--- src/rtl/hdi_pkg.sv ---
package hdi_pkg;
    localparam int BW = 8;
    localparam int AW = 4;

    typedef logic [BW-1:0] byte_t;
    typedef logic [AW-1:0] radr_t;

    typedef struct packed {
        radr_t adr;
        byte_t dat;
    } cpu_xfer_t;

    typedef struct packed {
        logic par;
        logic clash;
        logic ovf;
        logic unf;
    } sticky_t;

    // parity bit that makes the nine bits odd
    function automatic logic odd_bit(byte_t d);
        return ~^d;
    endfunction

    // true when the nine bits hold an even number of ones
    function automatic logic nine_even(byte_t d, logic p);
        return ~^{p, d};
    endfunction
endpackage

--- src/rtl/hdi_sync.sv ---
module hdi_sync #(
    parameter int           W      = 1,
    parameter int           STAGES = 2,
    parameter logic [W-1:0] RSTV   = '0
) (
    input  logic         clk,
    input  logic         rst,
    input  logic [W-1:0] d,
    output logic [W-1:0] q
);
    logic [W-1:0] chain [STAGES];

    for (genvar i = 0; i < STAGES; i++) begin : g_stage
        if (i == 0) begin : g_first
            always_ff @(posedge clk) begin
                if (rst) chain[i] <= RSTV;
                else     chain[i] <= d;
            end
        end else begin : g_next
            always_ff @(posedge clk) begin
                if (rst) chain[i] <= RSTV;
                else     chain[i] <= chain[i-1];
            end
        end
    end

    assign q = chain[STAGES-1];
endmodule

--- src/rtl/hdi_strobe.sv ---
// Arms while strobe and qualifier are low, records the payload and
// an OR of the flag over the window, fires once on the strobe's rise.
module hdi_strobe #(
    parameter int PW = 8
) (
    input  logic          clk,
    input  logic          rst,
    input  logic          strb_n,
    input  logic          qual_n,
    input  logic [PW-1:0] pay_i,
    input  logic          flag_i,
    output logic          fire,
    output logic [PW-1:0] pay_o,
    output logic          flag_o
);
    logic prev_n;
    logic armed;

    assign fire = armed & strb_n & ~prev_n;

    always_ff @(posedge clk) begin
        if (rst) begin
            prev_n <= 1'b1;
            armed  <= 1'b0;
            pay_o  <= '0;
            flag_o <= 1'b0;
        end else begin
            prev_n <= strb_n;
            if (!strb_n && !qual_n) begin
                armed  <= 1'b1;
                pay_o  <= pay_i;
                flag_o <= armed ? (flag_o | flag_i) : flag_i;
            end else if (fire) begin
                armed <= 1'b0;
            end
        end
    end
endmodule

--- src/rtl/hdi_fifo.sv ---
module hdi_fifo #(
    parameter int DEPTH = 8
) (
    input  logic          clk,
    input  logic          rst,
    input  logic          push,
    input  logic          pop,
    input  hdi_pkg::byte_t din,
    output hdi_pkg::byte_t dout,
    output logic          full,
    output logic          empty
);
    localparam int PW = (DEPTH > 1) ? $clog2(DEPTH) : 1;
    localparam int CW = $clog2(DEPTH + 1);

    hdi_pkg::byte_t mem [DEPTH];
    logic [PW-1:0]  wp, rp;
    logic [CW-1:0]  level;
    logic           do_push, do_pop;

    assign full    = (level == CW'(DEPTH));
    assign empty   = (level == '0);
    assign do_push = push & ~full;
    assign do_pop  = pop & ~empty;
    assign dout    = mem[rp];

    function automatic logic [PW-1:0] bump(logic [PW-1:0] p);
        return (p == PW'(DEPTH - 1)) ? '0 : p + 1'b1;
    endfunction

    always_ff @(posedge clk) begin
        if (rst) begin
            wp    <= '0;
            rp    <= '0;
            level <= '0;
            for (int i = 0; i < DEPTH; i++) mem[i] <= '0;
        end else begin
            if (do_push) begin
                mem[wp] <= din;
                wp      <= bump(wp);
            end
            if (do_pop) rp <= bump(rp);
            case ({do_push, do_pop})
                2'b10:   level <= level + 1'b1;
                2'b01:   level <= level - 1'b1;
                default: level <= level;
            endcase
        end
    end
endmodule

--- src/rtl/hdi_addr.sv ---
module hdi_addr (
    input  logic          clk,
    input  logic          rst,
    input  logic          mux_mode,
    input  logic          ale_s,
    input  hdi_pkg::radr_t pad_lo_s,
    input  hdi_pkg::radr_t adr_s,
    output hdi_pkg::radr_t cur_adr
);
    logic           ale_prev;
    hdi_pkg::radr_t held;

    always_ff @(posedge clk) begin
        if (rst) begin
            ale_prev <= 1'b0;
            held     <= '0;
        end else begin
            ale_prev <= ale_s;
            if (ale_prev && !ale_s) held <= pad_lo_s;
        end
    end

    assign cur_adr = mux_mode ? held : adr_s;
endmodule

--- src/rtl/hostdma_if.sv ---
module hostdma_if #(
    parameter int          FIFO_DEPTH  = 8,
    parameter int          SYNC_STAGES = 2,
    parameter logic [3:0]  FIFO_ADDR   = 4'hF
) (
    input  logic       clk,
    input  logic       rst,
    input  logic       mux_mode,
    input  logic [7:0] pad_i,
    output logic [7:0] pad_o,
    output logic       pad_oe,
    input  logic [3:0] adr_i,
    input  logic       cs_n,
    input  logic       rd_n,
    input  logic       wr_n,
    input  logic       dack_n,
    input  logic       dwr_n,
    input  logic       dma_rd_n,
    input  logic [7:0] db_i,
    input  logic       dbp_i,
    output logic [7:0] db_o,
    output logic       dbp_o,
    output logic       db_oe,
    output logic       parity_err,
    output logic       clash_err,
    output logic       overflow,
    output logic       underflow
);
    import hdi_pkg::*;

    localparam int NREG = 2 ** AW;
    localparam int CTLW = 7;
    localparam int DATW = BW + AW + BW + 1;

    // pin roles chosen by the strap
    logic drd_raw, ale_raw;
    assign drd_raw = mux_mode ? adr_i[2] : dma_rd_n;
    assign ale_raw = mux_mode & adr_i[3];

    // bus drive follows the raw pins
    assign pad_oe = ~cs_n & ~rd_n;
    assign db_oe  = ~dack_n & ~drd_raw;

    // synchronisers
    logic cs_s, rd_s, wr_s, dack_s, dwr_s, drd_s, ale_s;
    byte_t pad_s, db_s;
    radr_t adr_s;
    logic  dbp_s;

    hdi_sync #(.W(CTLW), .STAGES(SYNC_STAGES), .RSTV(7'b1111110)) u_sync_ctl (
        .clk(clk), .rst(rst),
        .d({cs_n, rd_n, wr_n, dack_n, dwr_n, drd_raw, ale_raw}),
        .q({cs_s, rd_s, wr_s, dack_s, dwr_s, drd_s, ale_s})
    );

    hdi_sync #(.W(DATW), .STAGES(SYNC_STAGES), .RSTV('0)) u_sync_dat (
        .clk(clk), .rst(rst),
        .d({pad_i, adr_i, db_i, dbp_i}),
        .q({pad_s, adr_s, db_s, dbp_s})
    );

    // address source
    radr_t cur_adr;
    logic  fifo_hit;

    hdi_addr u_addr (
        .clk(clk), .rst(rst), .mux_mode(mux_mode), .ale_s(ale_s),
        .pad_lo_s(pad_s[AW-1:0]), .adr_s(adr_s), .cur_adr(cur_adr)
    );

    assign fifo_hit = (cur_adr == FIFO_ADDR);

    // processor write
    logic      cwr_fire, cwr_flag;
    cpu_xfer_t cwr_x;
    hdi_strobe #(.PW($bits(cpu_xfer_t))) u_cwr (
        .clk(clk), .rst(rst), .strb_n(wr_s), .qual_n(cs_s),
        .pay_i({cur_adr, pad_s}), .flag_i(fifo_hit & ~dack_s),
        .fire(cwr_fire), .pay_o(cwr_x), .flag_o(cwr_flag)
    );

    // processor read
    logic  crd_fire, crd_flag;
    radr_t crd_adr;
    hdi_strobe #(.PW(AW)) u_crd (
        .clk(clk), .rst(rst), .strb_n(rd_s), .qual_n(cs_s),
        .pay_i(cur_adr), .flag_i(fifo_hit & ~dack_s),
        .fire(crd_fire), .pay_o(crd_adr), .flag_o(crd_flag)
    );

    // DMA write, flag tracks even parity in the window
    logic  dwr_fire, dwr_flag;
    byte_t dwr_dat;
    hdi_strobe #(.PW(BW)) u_dwr (
        .clk(clk), .rst(rst), .strb_n(dwr_s), .qual_n(dack_s),
        .pay_i(db_s), .flag_i(nine_even(db_s, dbp_s)),
        .fire(dwr_fire), .pay_o(dwr_dat), .flag_o(dwr_flag)
    );

    // DMA read needs no payload
    logic drd_prev, drd_armed, drd_fire;
    assign drd_fire = drd_armed & drd_s & ~drd_prev;

    always_ff @(posedge clk) begin
        if (rst) begin
            drd_prev  <= 1'b1;
            drd_armed <= 1'b0;
        end else begin
            drd_prev <= drd_s;
            if (!drd_s && !dack_s) drd_armed <= 1'b1;
            else if (drd_fire)     drd_armed <= 1'b0;
        end
    end

    // steering
    logic  cwr_hit, crd_hit;
    logic  push_req, pop_req, clash_evt;
    byte_t push_dat, head;
    logic  fifo_full, fifo_empty;

    assign cwr_hit   = (cwr_x.adr == FIFO_ADDR);
    assign crd_hit   = (crd_adr == FIFO_ADDR);
    assign push_req  = dwr_fire | (cwr_fire & cwr_hit & ~cwr_flag);
    assign push_dat  = dwr_fire ? dwr_dat : cwr_x.dat;
    assign pop_req   = drd_fire | (crd_fire & crd_hit & ~crd_flag);
    assign clash_evt = (cwr_fire & cwr_hit & cwr_flag) |
                       (crd_fire & crd_hit & crd_flag);

    hdi_fifo #(.DEPTH(FIFO_DEPTH)) u_fifo (
        .clk(clk), .rst(rst), .push(push_req), .pop(pop_req),
        .din(push_dat), .dout(head), .full(fifo_full), .empty(fifo_empty)
    );

    // register file
    byte_t regs [NREG];
    always_ff @(posedge clk) begin
        if (rst) begin
            for (int i = 0; i < NREG; i++) regs[i] <= '0;
        end else if (cwr_fire && !cwr_hit) begin
            regs[cwr_x.adr] <= cwr_x.dat;
        end
    end

    // sticky status
    sticky_t st;
    always_ff @(posedge clk) begin
        if (rst) begin
            st <= '0;
        end else begin
            st.par   <= st.par   | (dwr_fire & dwr_flag);
            st.clash <= st.clash | clash_evt;
            st.ovf   <= st.ovf   | (push_req & fifo_full);
            st.unf   <= st.unf   | (pop_req & fifo_empty);
        end
    end

    assign parity_err = st.par;
    assign clash_err  = st.clash;
    assign overflow   = st.ovf;
    assign underflow  = st.unf;

    assign pad_o = fifo_hit ? head : regs[cur_adr];
    assign db_o  = head;
    assign dbp_o = odd_bit(head);
endmodule

--- config.mk ---
export PLATFORM = sky130hd
export DESIGN_NAME = hostdma_if
export DESIGN_NICKNAME = d
export VERILOG_FILES = /design/src/rtl/hdi_pkg.sv /design/src/rtl/hdi_sync.sv /design/src/rtl/hdi_strobe.sv /design/src/rtl/hdi_fifo.sv /design/src/rtl/hdi_addr.sv /design/src/rtl/hostdma_if.sv
export SDC_FILE = /design/constraint.sdc
export NUM_CORES = 1
export LEC_CHECK = 0
export BUFFER_PORTS_ARGS = -buffer_cell sky130_fd_sc_hd__buf_2
export CORE_ASPECT_RATIO = 0.8
export CORE_MARGIN = 2
export CORE_UTILIZATION = 43
export CTS_CLUSTER_DIAMETER = 100
export DETAILED_ROUTE_END_ITERATION = 8
export PLACE_DENSITY = 0.65
export RECOVER_POWER = 25
export SYNTH_ARGS = -nofsm -noshare
export SYNTH_HDL_FRONTEND = slang
export SYNTH_SLANG_ARGS = --single-unit
--- constraint.sdc ---
create_clock -name clk -period 4.5 [get_ports clk]
set_input_delay 0.45 -clock clk [delete_from_list [all_inputs] [get_ports clk]]
set_output_delay 0.45 -clock clk [all_outputs]
set_load 0.05 [all_outputs]
==> reports/metrics.cfg, run 1 <==
[layout]
area_growth_pct = 11.5
antennaDiodeCount = 0
utilization_pct = 49.2
finalNetCount = 1083
fin_area_mm2 = 0.0140
drive_gt1_share_pct = 14.3

[setup_path]
reg2reg_slack_ns = 1.36
regToRegEndpoint = u_fifo.level[2]
r2r_start = u_cwr.pay_o[11]
cp_data_required_time_ns = 4.05
startpoint_type = flip-flop
critPathMaxFanout = 14
critical_path_class = reg -> out
r2r_cells = 10
crit_path_end_kind = output port
worstPathArrival_ns = 3.30

[global_routing]
grt_max_degree = 103
grt_pass1_wl_um = 42200
grt_use_total_pct = 18.1
grt_antenna_before_repair = 0
grt-ovfl-total = 0
grt_pass1_vias = 6976

[cts]
post_cts_buffers = 0
path_clk_slew_ns = 0.06
numCtsBuffers = 29
htree_levels = 1
cts_buffer_depth = 3
cts_resized = 0
cts_sinks = 298
ctsRootBufferMaster = clkbuf_16
cts_hold_buf = 0
cts_tree = done
clock_latency_ns = 0.55

[placed_design]
hpwl_um = 18400
gp_congestion = 0.804
io_buffers = 52
placed_cell_area_mm2 = 0.0132

[route]
wl_um = 27500
wl_per_cell_um = 19.1
drt_first_iter_violations = 800
drcViolationCount = 0
drtPass1Iterations = 5
ant_nets = 0
via_per_inst = 5.27
vias = 7574

[floorplan]
rows = 55
ioPinCount = 53
dieArea_mm2 = 0.0306
die_h_um = 157
die_x_um = 195
initial_utilization_pct = 44.1
coreArea_mm2 = 0.0285

[run]
max-cap-violations = 2

[yosys]
netlist-cell-type-count = 51
ys_ff_latch = 298
synth_area_mm2 = 0.0126
synth-async-reset-ratio_pct = 0
synth_nets = 1046
synth-seq-area-share_pct = 62.2
syn_area_per_cell_um2 = 12.4
synthFlopType = edfxtp_1
synth_edf_count = 185
postSynthCellCount = 1010
ys_warn_count = 0

[timing]
slew_headroom_pct = -27.1
fin_crit_ns = 3.75
slew_viol_final = 144
hold_violations = 0
rsz0062_at_grt = no
skew_ns = 0.0238
setup_viol = 0
tns_ns = 0
max_freq_mhz = 267
worst_pin_slew_ns = 1.91
min_period_over_period_pct = 83.2

[outcome]
failed_checks = capacitance limit, slew limit
status = finished with violations

[pwr]
cellPowerDensity_mw_per_mm2 = 394
ir_worst_vdd_v = 0.000264
p_total_w = 0.00551
power_leakage_nw = 5.36

[hold_path]
whs_endpoint = u_sync_ctl.chain[0][4]
hold_depth = 2
min_path_type = in -> reg
worstHoldStart = wr_n

-- final cells by class --
type,count,area (um^2)
timing repair buffer,61,338
multi-input combinational,650,4500
inverter,7,26.3
tap,370,463
clock inverter,9,38.8
clock buffer,41,826
fill,2535,14500
sequential,298,7820
-- how the worst max path moves through the flow --
stage,end,slack (ns),startpoint
2_1_floorplan,pad_o[6],0.99,mux_mode
3_3_place_gp,pad_o[0],1.23,mux_mode
3_5_place_dp,pad_o[0],1.17,mux_mode
4_1_cts,dbp_o,0.69,flip-flop
5_1_grt,dbp_o,0.57,flip-flop
6_report,dbp_o,0.75,flip-flop
-- registers in the layout, indices dropped and copies added, names as in the netlist, 3 cells and up, named ones only --
name / cells
regs: 121
u_fifo.rp: 3
u_dwr.pay_o: 8
u_sync_dat.chain: 42
u_addr.held: 4
u_fifo.level: 4
u_fifo.wp: 3
u_crd.pay_o: 4
u_sync_ctl.chain: 14
u_fifo.mem: 64
u_cwr.pay_o: 12
-- worst max-delay path, stage by stage (launching register included) --
cell	delay, ns
dfxtp_1	0.80
mux4_1	0.63
mux2_2	0.31
xor2_1	0.24
xnor2_1	0.14
xnor3_1	0.39
buf_2	0.22
-- synth_stat cells, types with 2 or more instances --
library cell | n | share of area (%)
nor2b_1 | 52 | 2.6
clkbuf_1 | 36 | 1.1
xnor3_1 | 2 | 0.36
nand3_1 | 4 | 0.16
or4_1 | 2 | 0.12
ha_1 | 6 | 0.60
buf_2 | 12 | 0.48
mux4_1 | 8 | 1.7
inv_1 | 6 | 0.18
dfxtp_1 | 113 | 18
mux4_2 | 15 | 2.7
nand3b_1 | 4 | 0.24
mux2i_1 | 79 | 6.3
buf_1 | 3 | 0.090
xor2_1 | 5 | 0.35
nand2b_1 | 14 | 0.70
and2_1 | 121 | 6.0
a211oi_1 | 23 | 1.4
o22ai_1 | 5 | 0.25
a21o_1 | 4 | 0.24
nor2_1 | 118 | 3.5
or2_2 | 32 | 1.6
a311oi_1 | 7 | 0.49
nand2_1 | 65 | 1.9
or3_1 | 3 | 0.15
nand4_1 | 3 | 0.15
xnor2_1 | 7 | 0.49
nor3_1 | 17 | 0.68
edfxtp_1 | 185 | 44
mux2_2 | 7 | 0.63
a21oi_1 | 27 | 1.1
o21ai_0 | 6 | 0.24
-- layout by cell type, fill, tap and decap left out, types with 12 or more instances in the layout --
| cell | synthesis | routed |
|---|---|---|
| a211oi_1 | 23 | 23 |
| edfxtp_1 | 185 | 185 |
| dfxtp_1 | 113 | 113 |
| mux2i_1 | 79 | 76 |
| nor3_1 | 17 | 17 |
| nor2b_1 | 52 | 52 |
| buf_2 | 12 | 45 |
| and2_1 | 121 | 109 |
| nor2_1 | 118 | 118 |
| nand2b_1 | 14 | 14 |
| and2_0 | 0 | 12 |
| clkbuf_16 | 0 | 30 |
| a21oi_1 | 27 | 27 |
| clkbuf_1 | 36 | 15 |
| mux4_2 | 15 | 15 |
| or2_2 | 32 | 32 |
| nand2_1 | 65 | 65 |
-- layer usage --
| metal | track usage (%) | part of all wire, % |
|---|---|---|
| met2 | 25.2 | 41 |
| met4 | 4.40 | 1.8 |
| met5 | 0 | 0 |
| met1 | 28.3 | 51 |
| met3 | 3.96 | 6.8 |
-- where the power goes --
part           switching (W)  internal (W)
clock network       0.000975       0.00126
logic               0.000174     0.0000968
registers          0.0000304       0.00297
total                0.00118       0.00433
-- through the flow --
stage	worst slack (ns)	hold slack [ns]	cells
floorplan	0.995	0.389	1010
global placement	1.23	0.395	1386
detailed placement	1.17	0.394	1386
CTS	0.693	0.0826	1436
global route	0.566	0.0835	1436
finish	0.754	0.0997	1436
-- cells by family (layout without fill, tap and decap cells) --
logic type / count (synthesis) / count (layout) / synth area share (%)
mux: 110 / 110 / 11.4
xor+xnor: 15 / 15 / 1.32
simple gates: 438 / 438 / 18.0
flops: 298 / 298 / 62.2
other cells: 1 / 1 / 0.0298
compound gates: 80 / 80 / 4.21
buf+inv: 62 / 118 / 2.20
fa+ha+maj: 6 / 6 / 0.597
(Power assumes the default switching activity.)
==> run 2: changes to the inputs <==
==> constraint.sdc (replaced) <==
create_clock -name clk -period 3.48 [get_ports clk]
set_input_delay 0.348 -clock clk [delete_from_list [all_inputs] [get_ports clk]]
set_output_delay 0.348 -clock clk [all_outputs]
set_load 0.05 [all_outputs]
==> reports/metrics.cfg, run 2 (synthesis results as in run 1) <==
[outcome]
status = finished with violations  ; unchanged
failed_checks = capacitance limit, slew limit  ; unchanged

[floorplan]
dieArea_mm2 = 0.0306  ; unchanged
initial_utilization_pct = 44.1  ; unchanged
die_x_um = 195  ; unchanged
rows = 55  ; unchanged
coreArea_mm2 = 0.0285  ; unchanged
ioPinCount = 53  ; unchanged
die_h_um = 157  ; unchanged

[setup_path]
r2r_cells = 10  ; unchanged
startpoint_type = flip-flop  ; unchanged
critPathSlowestCell = mux4_1  ; was dfxtp_1
r2r_start = u_cwr.pay_o[10]  ; was u_cwr.pay_o[11]
critical_path_class = reg -> out  ; unchanged
worstPathArrival_ns = 2.92  ; was 3.30 ns
regToRegEndpoint = u_fifo.level[2]  ; unchanged
slowest_delay_ns = 0.58  ; was 0.80 ns
cp_data_required_time_ns = 3.13  ; was 4.05 ns
crit_path_end_kind = output port  ; unchanged
cp-endpoint = dbp_o  ; unchanged
critPathMaxFanout = 9  ; was 14
worstPathCellList = mux4_1 -> mux2_2 -> xor2_1 -> xnor2_1 -> xnor3_1 -> buf_2  ; unchanged
reg2reg_slack_ns = 0.41  ; was 1.36 ns

[timing]
worst_pin_slew_ns = 1.78  ; was 1.91 ns
tns_ns = 0  ; unchanged
rsz0062_at_grt = no  ; unchanged
max_freq_mhz = 306
min_period_over_period_pct = 93.9
skew_ns = 0.0132  ; was 0.0238 ns
slew_viol_final = 44  ; was 144
setup_viol = 0  ; unchanged
slew_headroom_pct = -18.9  ; was -27.1%
hold_violations = 0  ; unchanged
fin_crit_ns = 3.27

[layout]
multi_input_area_mm2 = 0.00450  ; unchanged
fillers = 2508  ; was 2535
reg_top3 = regs x121, u_fifo.mem x64, u_sync_dat.chain x42  ; unchanged
finalNetCount = 1108  ; was 1083
layout_common_cells = edfxtp_1 (185), nor2_1 (118), dfxtp_1 (112), and2_1 (105), mux2i_1 (76)  ; was edfxtp_1 (185), nor2_1 (118), dfxtp_1 (113), and2_1 (109), mux2i_1 (76)
area_growth_pct = 14.1  ; was 11.5%
top_register = regs  ; unchanged
final_common_cell = edfxtp_1  ; unchanged
largest_reg_flops = 121  ; unchanged
utilization_pct = 50.3  ; was 49.2%
fin_area_mm2 = 0.0143  ; was 0.0140 mm^2
ff_latch_area_mm2 = 0.00782  ; about the same
drive_gt1_share_pct = 15.8  ; was 14.3%

[route]
wl_per_cell_um = 18.7  ; was 19.1 um
drt_first_iter_violations = 589  ; was 800
via_per_inst = 5.22  ; was 5.27
wl_um = 27500  ; about the same
vias = 7657  ; was 7574
drtPass1Iterations = 5  ; unchanged
ant_nets = 0  ; unchanged
drcViolationCount = 0  ; unchanged

[run]
max-cap-violations = 1  ; was 2

[cts]
cts_buffer_depth = 3  ; unchanged
cts_sinks = 298  ; unchanged
clock_latency_ns = 0.55  ; about the same
htree_levels = 1  ; unchanged
ctsRootBufferMaster = clkbuf_16  ; unchanged
path_clk_slew_ns = 0.06  ; about the same
numCtsBuffers = 30  ; was 29
cts_tree = done  ; unchanged

[pwr]
power_leakage_nw = 5.52  ; was 5.36 nW
ir_worst_vdd_v = 0.000402  ; was 0.000264 V
switching_share_pct = 21.0  ; was 21.4%
combinationalPowerShare_pct = 4.7  ; was 4.9%
seq_power_share_pct = 51.6  ; was 54.5%
clkPwrFrac_pct = 43.7  ; was 40.6%
cellPowerDensity_mw_per_mm2 = 525  ; was 394 mW/mm^2
power.switching_w = 0.00158  ; was 0.00118 W
internal-power_w = 0.00594  ; was 0.00433 W

[placed_design]
placed_cell_area_mm2 = 0.0133  ; was 0.0132 mm^2
gp_congestion = 0.830  ; was 0.804
io_buffers = 52  ; unchanged
hpwl_um = 18600  ; was 18400 um

[global_routing]
grt_max_degree = 71  ; was 103
grt_pass1_vias = 7401  ; was 6976
grt_pass1_wl_um = 43500  ; was 42200 um
grt_use_total_pct = 18.4  ; was 18.1%
grt-ovfl-total = 0  ; unchanged
grt_antenna_before_repair = 0  ; unchanged

[hold_path]
min_path_type = in -> reg  ; unchanged
worstHoldStart = db_i[2]  ; was wr_n

==> run 2: cell types whose count changed in the layout (fill, tap and decap cells not counted), sizes merged <==
cell / delta
buf: +15
bufinv: +4
clkbuf: +3
clkinvlp: +1
diode: +1
dlygate4sd3: +5
inv: +2
==> run 2: what timing repair did <==
action,CTS,global route
hold buffers,5,0
setup buffers,0,0
gates resized for setup,1,1
gates cloned,0,0
endpoints found under the hold margin,5,0
setup endpoints to repair,1,1
==> run 2: stage by stage <==
step,total power (W),hold slack (ns),std cells,worst slack [ns]
finish,0.00752,0.0177,1467,0.214
global route,0.00775,0.00710,1466,0.0804
CTS,0.00757,0.000669,1466,0.0809
detailed placement,0.00432,0.397,1405,0.439
global placement,0.00431,0.402,1405,0.483
floorplan,0.00420,0.389,1010,0.179
==> run 2: cell type report <==
cell class                      instances  share of cell area [%]
Antenna cell                            1                  0.0174
Clock buffer                           40                    5.78
Inverter                                7                   0.183
Timing Repair Buffer                   85                    3.58
Tap cell                              370                    3.23
Multi-Input combinational cell        650                    31.4
Sequential cell                       298                    54.5
Clock inverter                         16                    1.28
==> run 2: critical path, delay by kind of cell, from the launching register on <==
family | cells | cell delay (ns)
flops | 1 | 0.44
mux | 2 | 0.94
xor+xnor | 3 | 0.77
buf+inv | 1 | 0.22
==> run 2: metal layers <==
metal | up-vias | part of all wire [%] | track usage, %
met4 | 0 | 1.9 | 4.36
met3 | 39 | 6.8 | 4.37
met1 | 3704 | 50 | 27.9
li1 | 3687 | - | -
met5 | - | 0 | 0
met2 | 227 | 41 | 26.6
==> run 2: how the worst min path moves through the flow <==
stage	cells after the start	endpoint
after CTS	2	u_sync_dat.chain[0][8]
after detailed placement	1	u_sync_ctl.chain[1][3]
final	2	u_sync_dat.chain[0][3]
after global routing	2	u_sync_dat.chain[0][8]
after floorplan	1	u_sync_ctl.chain[1][1]
after global placement	1	u_sync_ctl.chain[1][1]
==> run 2: power by group through the flow <==
stage / clock network (W) / logic, W / registers (W)
CTS: 0.00333 / 0.000359 / 0.00389
floorplan: 0 / 0.000256 / 0.00394
global route: 0.00347 / 0.000383 / 0.00389
detailed placement: 0 / 0.000354 / 0.00396
global placement: 0 / 0.000350 / 0.00396
finish: 0.00328 / 0.000354 / 0.00389
==> run 3: changes to the inputs <==
--- a/config.mk
+++ b/config.mk
@@ -5,7 +5,7 @@
 export SDC_FILE = /design/constraint.sdc
 export NUM_CORES = 1
 export LEC_CHECK = 0
-export BUFFER_PORTS_ARGS = -buffer_cell sky130_fd_sc_hd__buf_2
+export BUFFER_PORTS_ARGS = -buffer_cell sky130_fd_sc_hd__clkbuf_2
 export CORE_ASPECT_RATIO = 0.8
 export CORE_MARGIN = 2
 export CORE_UTILIZATION = 43
@@ -13,6 +13,7 @@
 export DETAILED_ROUTE_END_ITERATION = 8
 export PLACE_DENSITY = 0.65
 export RECOVER_POWER = 25
+export SLEW_MARGIN = 10
 export SYNTH_ARGS = -nofsm -noshare
 export SYNTH_HDL_FRONTEND = slang
 export SYNTH_SLANG_ARGS = --single-unit
==> reports/metrics.cfg, run 3 (synthesis results as in run 1) <==
[placed_design]
hpwl_um = 19100  ; was 18600 um
placed_cell_area_mm2 = 0.0133  ; about the same
gp_congestion = 0.810  ; was 0.830
io_buffers = 52  ; unchanged

[timing]
min_period_over_period_pct = 96.4  ; was 93.9%
hold_violations = 0  ; unchanged
skew_ns = 0.0138  ; was 0.0132 ns
worst_pin_slew_ns = 1.23  ; was 1.78 ns
max_freq_mhz = 298  ; was 306 MHz
fin_crit_ns = 3.35  ; was 3.27 ns
rsz0062_at_grt = no  ; unchanged
tns_ns = 0  ; unchanged
slew_headroom_pct = 18.2  ; was -18.9%
slew_viol_final = 0  ; was 44
setup_viol = 0  ; unchanged

[pwr]
ir_worst_vdd_v = 0.000394  ; was 0.000402 V
cellPowerDensity_mw_per_mm2 = 525  ; about the same
power_leakage_nw = 5.62  ; was 5.52 nW

[setup_path]
worstPathCellList = mux4_1 -> mux2_2 -> xor2_1 -> xnor2_1 -> xnor3_1 -> clkbuf_2  ; was mux4_1 -> mux2_2 -> xor2_1 -> xnor2_1 -> xnor3_1 -> buf_2
slowest_delay_ns = 0.58  ; about the same
cp_data_required_time_ns = 3.13  ; about the same
r2r_start = u_cwr.pay_o[11]  ; was u_cwr.pay_o[10]
critical_path_class = reg -> out  ; unchanged
reg2reg_slack_ns = 0.45  ; was 0.41 ns
worstPathArrival_ns = 3.01  ; was 2.92 ns
crit_path_end_kind = output port  ; unchanged
regToRegEndpoint = u_fifo.level[2]  ; unchanged
startpoint_type = flip-flop  ; unchanged
critPathSlowestCell = mux4_1  ; unchanged
critPathMaxFanout = 11  ; was 9
r2r_cells = 10  ; unchanged

[layout]
antennaDiodeCount = 0  ; was 1
top_register = regs  ; unchanged
finalNetCount = 1118  ; was 1108
fillers = 2498  ; was 2508
area_growth_pct = 15.7  ; was 14.1%
drive_gt1_share_pct = 16.0  ; was 15.8%
fin_area_mm2 = 0.0145  ; was 0.0143 mm^2
largest_reg_flops = 121  ; unchanged
final_common_cell = edfxtp_1  ; unchanged
ff_latch_area_mm2 = 0.00782  ; unchanged
layout_common_cells = edfxtp_1 (185), nor2_1 (118), dfxtp_1 (112), and2_1 (107), mux2i_1 (76)  ; was edfxtp_1 (185), nor2_1 (118), dfxtp_1 (112), and2_1 (105), mux2i_1 (76)
reg_top3 = regs x121, u_fifo.mem x64, u_sync_dat.chain x42  ; unchanged
multi_input_area_mm2 = 0.00450  ; unchanged

[hold_path]
hold_depth = 2  ; unchanged
min_path_type = in -> reg  ; unchanged
worstHoldStart = pad_i[6]  ; was db_i[2]
whs_endpoint = u_sync_dat.chain[0][19]  ; was u_sync_dat.chain[0][3]

[route]
vias = 7707  ; was 7657
drt_first_iter_violations = 573  ; was 589
ant_nets = 0  ; unchanged
wl_per_cell_um = 18.9  ; was 18.7 um
drcViolationCount = 0  ; unchanged
wl_um = 27900  ; was 27500 um
via_per_inst = 5.22  ; about the same
drtPass1Iterations = 5  ; unchanged

[global_routing]
grt_pass1_wl_um = 44100  ; was 43500 um
grt_use_total_pct = 18.7  ; was 18.4%
grt_pass1_vias = 7600  ; was 7401
grt-ovfl-total = 0  ; unchanged
grt_antenna_before_repair = 0  ; unchanged
grt_max_degree = 59  ; was 71

[floorplan]
coreArea_mm2 = 0.0285  ; unchanged
initial_utilization_pct = 44.1  ; unchanged
rows = 55  ; unchanged
ioPinCount = 53  ; unchanged
dieArea_mm2 = 0.0306  ; unchanged
die_x_um = 195  ; unchanged
die_h_um = 157  ; unchanged

[cts]
clock_latency_ns = 0.56  ; was 0.55 ns
numCtsBuffers = 31  ; was 30
ctsRootBufferMaster = clkbuf_16  ; unchanged
cts_sinks = 298  ; unchanged
path_clk_slew_ns = 0.06  ; about the same
htree_levels = 1  ; unchanged
cts_buffer_depth = 3  ; unchanged
post_cts_buffers = 0  ; unchanged
cts_tree = done  ; unchanged

[run]
max-cap-violations = 0  ; was 1

[outcome]
status = completed  ; was finished with violations

-- run 3: changes by cell type in the layout (fill, tap and decap cells not counted), sizes merged --
cell	before	now
dlygate4sd3	5	20
buf	67	17
bufinv	4	1
clkinv	9	4
diode	1	0
clkinvlp	1	0
clkbuf	53	108
-- run 3: worst max-delay path: cells and delay by family (launching register included) --
| family | cells | cell delay, ns |
|---|---|---|
| XOR/XNOR | 3 | 0.85 |
| buffers and inverters | 1 | 0.24 |
| flip-flops | 1 | 0.45 |
| multiplexers | 2 | 0.90 |
-- run 3: layer usage --
| layer | global-route usage (%) | part of all wire (%) | vias up | wire length [um] |
|---|---|---|---|---|
| met2 | 28.5 | 43 | 215 | 12000 |
| met4 | 4.03 | 1.8 | 0 | 494 |
| li1 | - | - | 3707 | - |
| met5 | 0 | 0 | - | 0 |
| met3 | 2.89 | 5.6 | 39 | 1560 |
| met1 | 28.3 | 50 | 3746 | 13800 |
-- run 3: layout make-up --
class / count / area share [%]
Sequential cell: 298 / 53.8
Multi-Input combinational cell: 650 / 31.0
Clock buffer: 51 / 6.91
Timing Repair Buffer: 94 / 4.48
Tap cell: 370 / 3.18
Clock inverter: 7 / 0.490
Inverter: 7 / 0.181
-- run 3: worst max-delay path by stage --
stage	cells past startpoint	end	slack, ns	from
2_1_floorplan	7	pad_o[6]	0.18	mux_mode
3_3_place_gp	8	pad_o[0]	0.48	mux_mode
3_5_place_dp	6	dbp_o	0.40	flip-flop
4_1_cts	6	dbp_o	0.005	flip-flop
5_1_grt	6	dbp_o	0.03	flip-flop
6_report	6	dbp_o	0.13	flip-flop
-- run 3: stage by stage --
stage / hold slack [ns] / util, % / setup WS, ns / total power, W / std cells
2_1_floorplan: 0.389 / - / 0.179 / 0.00420 / 1010
3_3_place_gp: 0.399 / 46.6 / 0.479 / 0.00431 / 1399
3_5_place_dp: 0.395 / 46.6 / 0.398 / 0.00432 / 1399
4_1_cts: 0.00456 / 51.1 / 0.00536 / 0.00769 / 1477
5_1_grt: 0.0243 / 51.0 / 0.0311 / 0.00787 / 1477
6_report: 0.0203 / 51.0 / 0.127 / 0.00764 / 1477
-- run 3: power breakdown --
group / switching [W] / internal [W] / leakage [nW]
sequential: 0.0000402 / 0.00385 / 2.83
combinational: 0.000227 / 0.000141 / 2.26
clock: 0.00134 / 0.00204 / 0.532
total: 0.00161 / 0.00603 / 5.62
-- run 3: repair_timing --
item,4_1_cts,5_1_grt
gates resized for setup,1,1
hold endpoints to repair,20,0
hold buffers,20,0
endpoints found under the setup margin,1,1
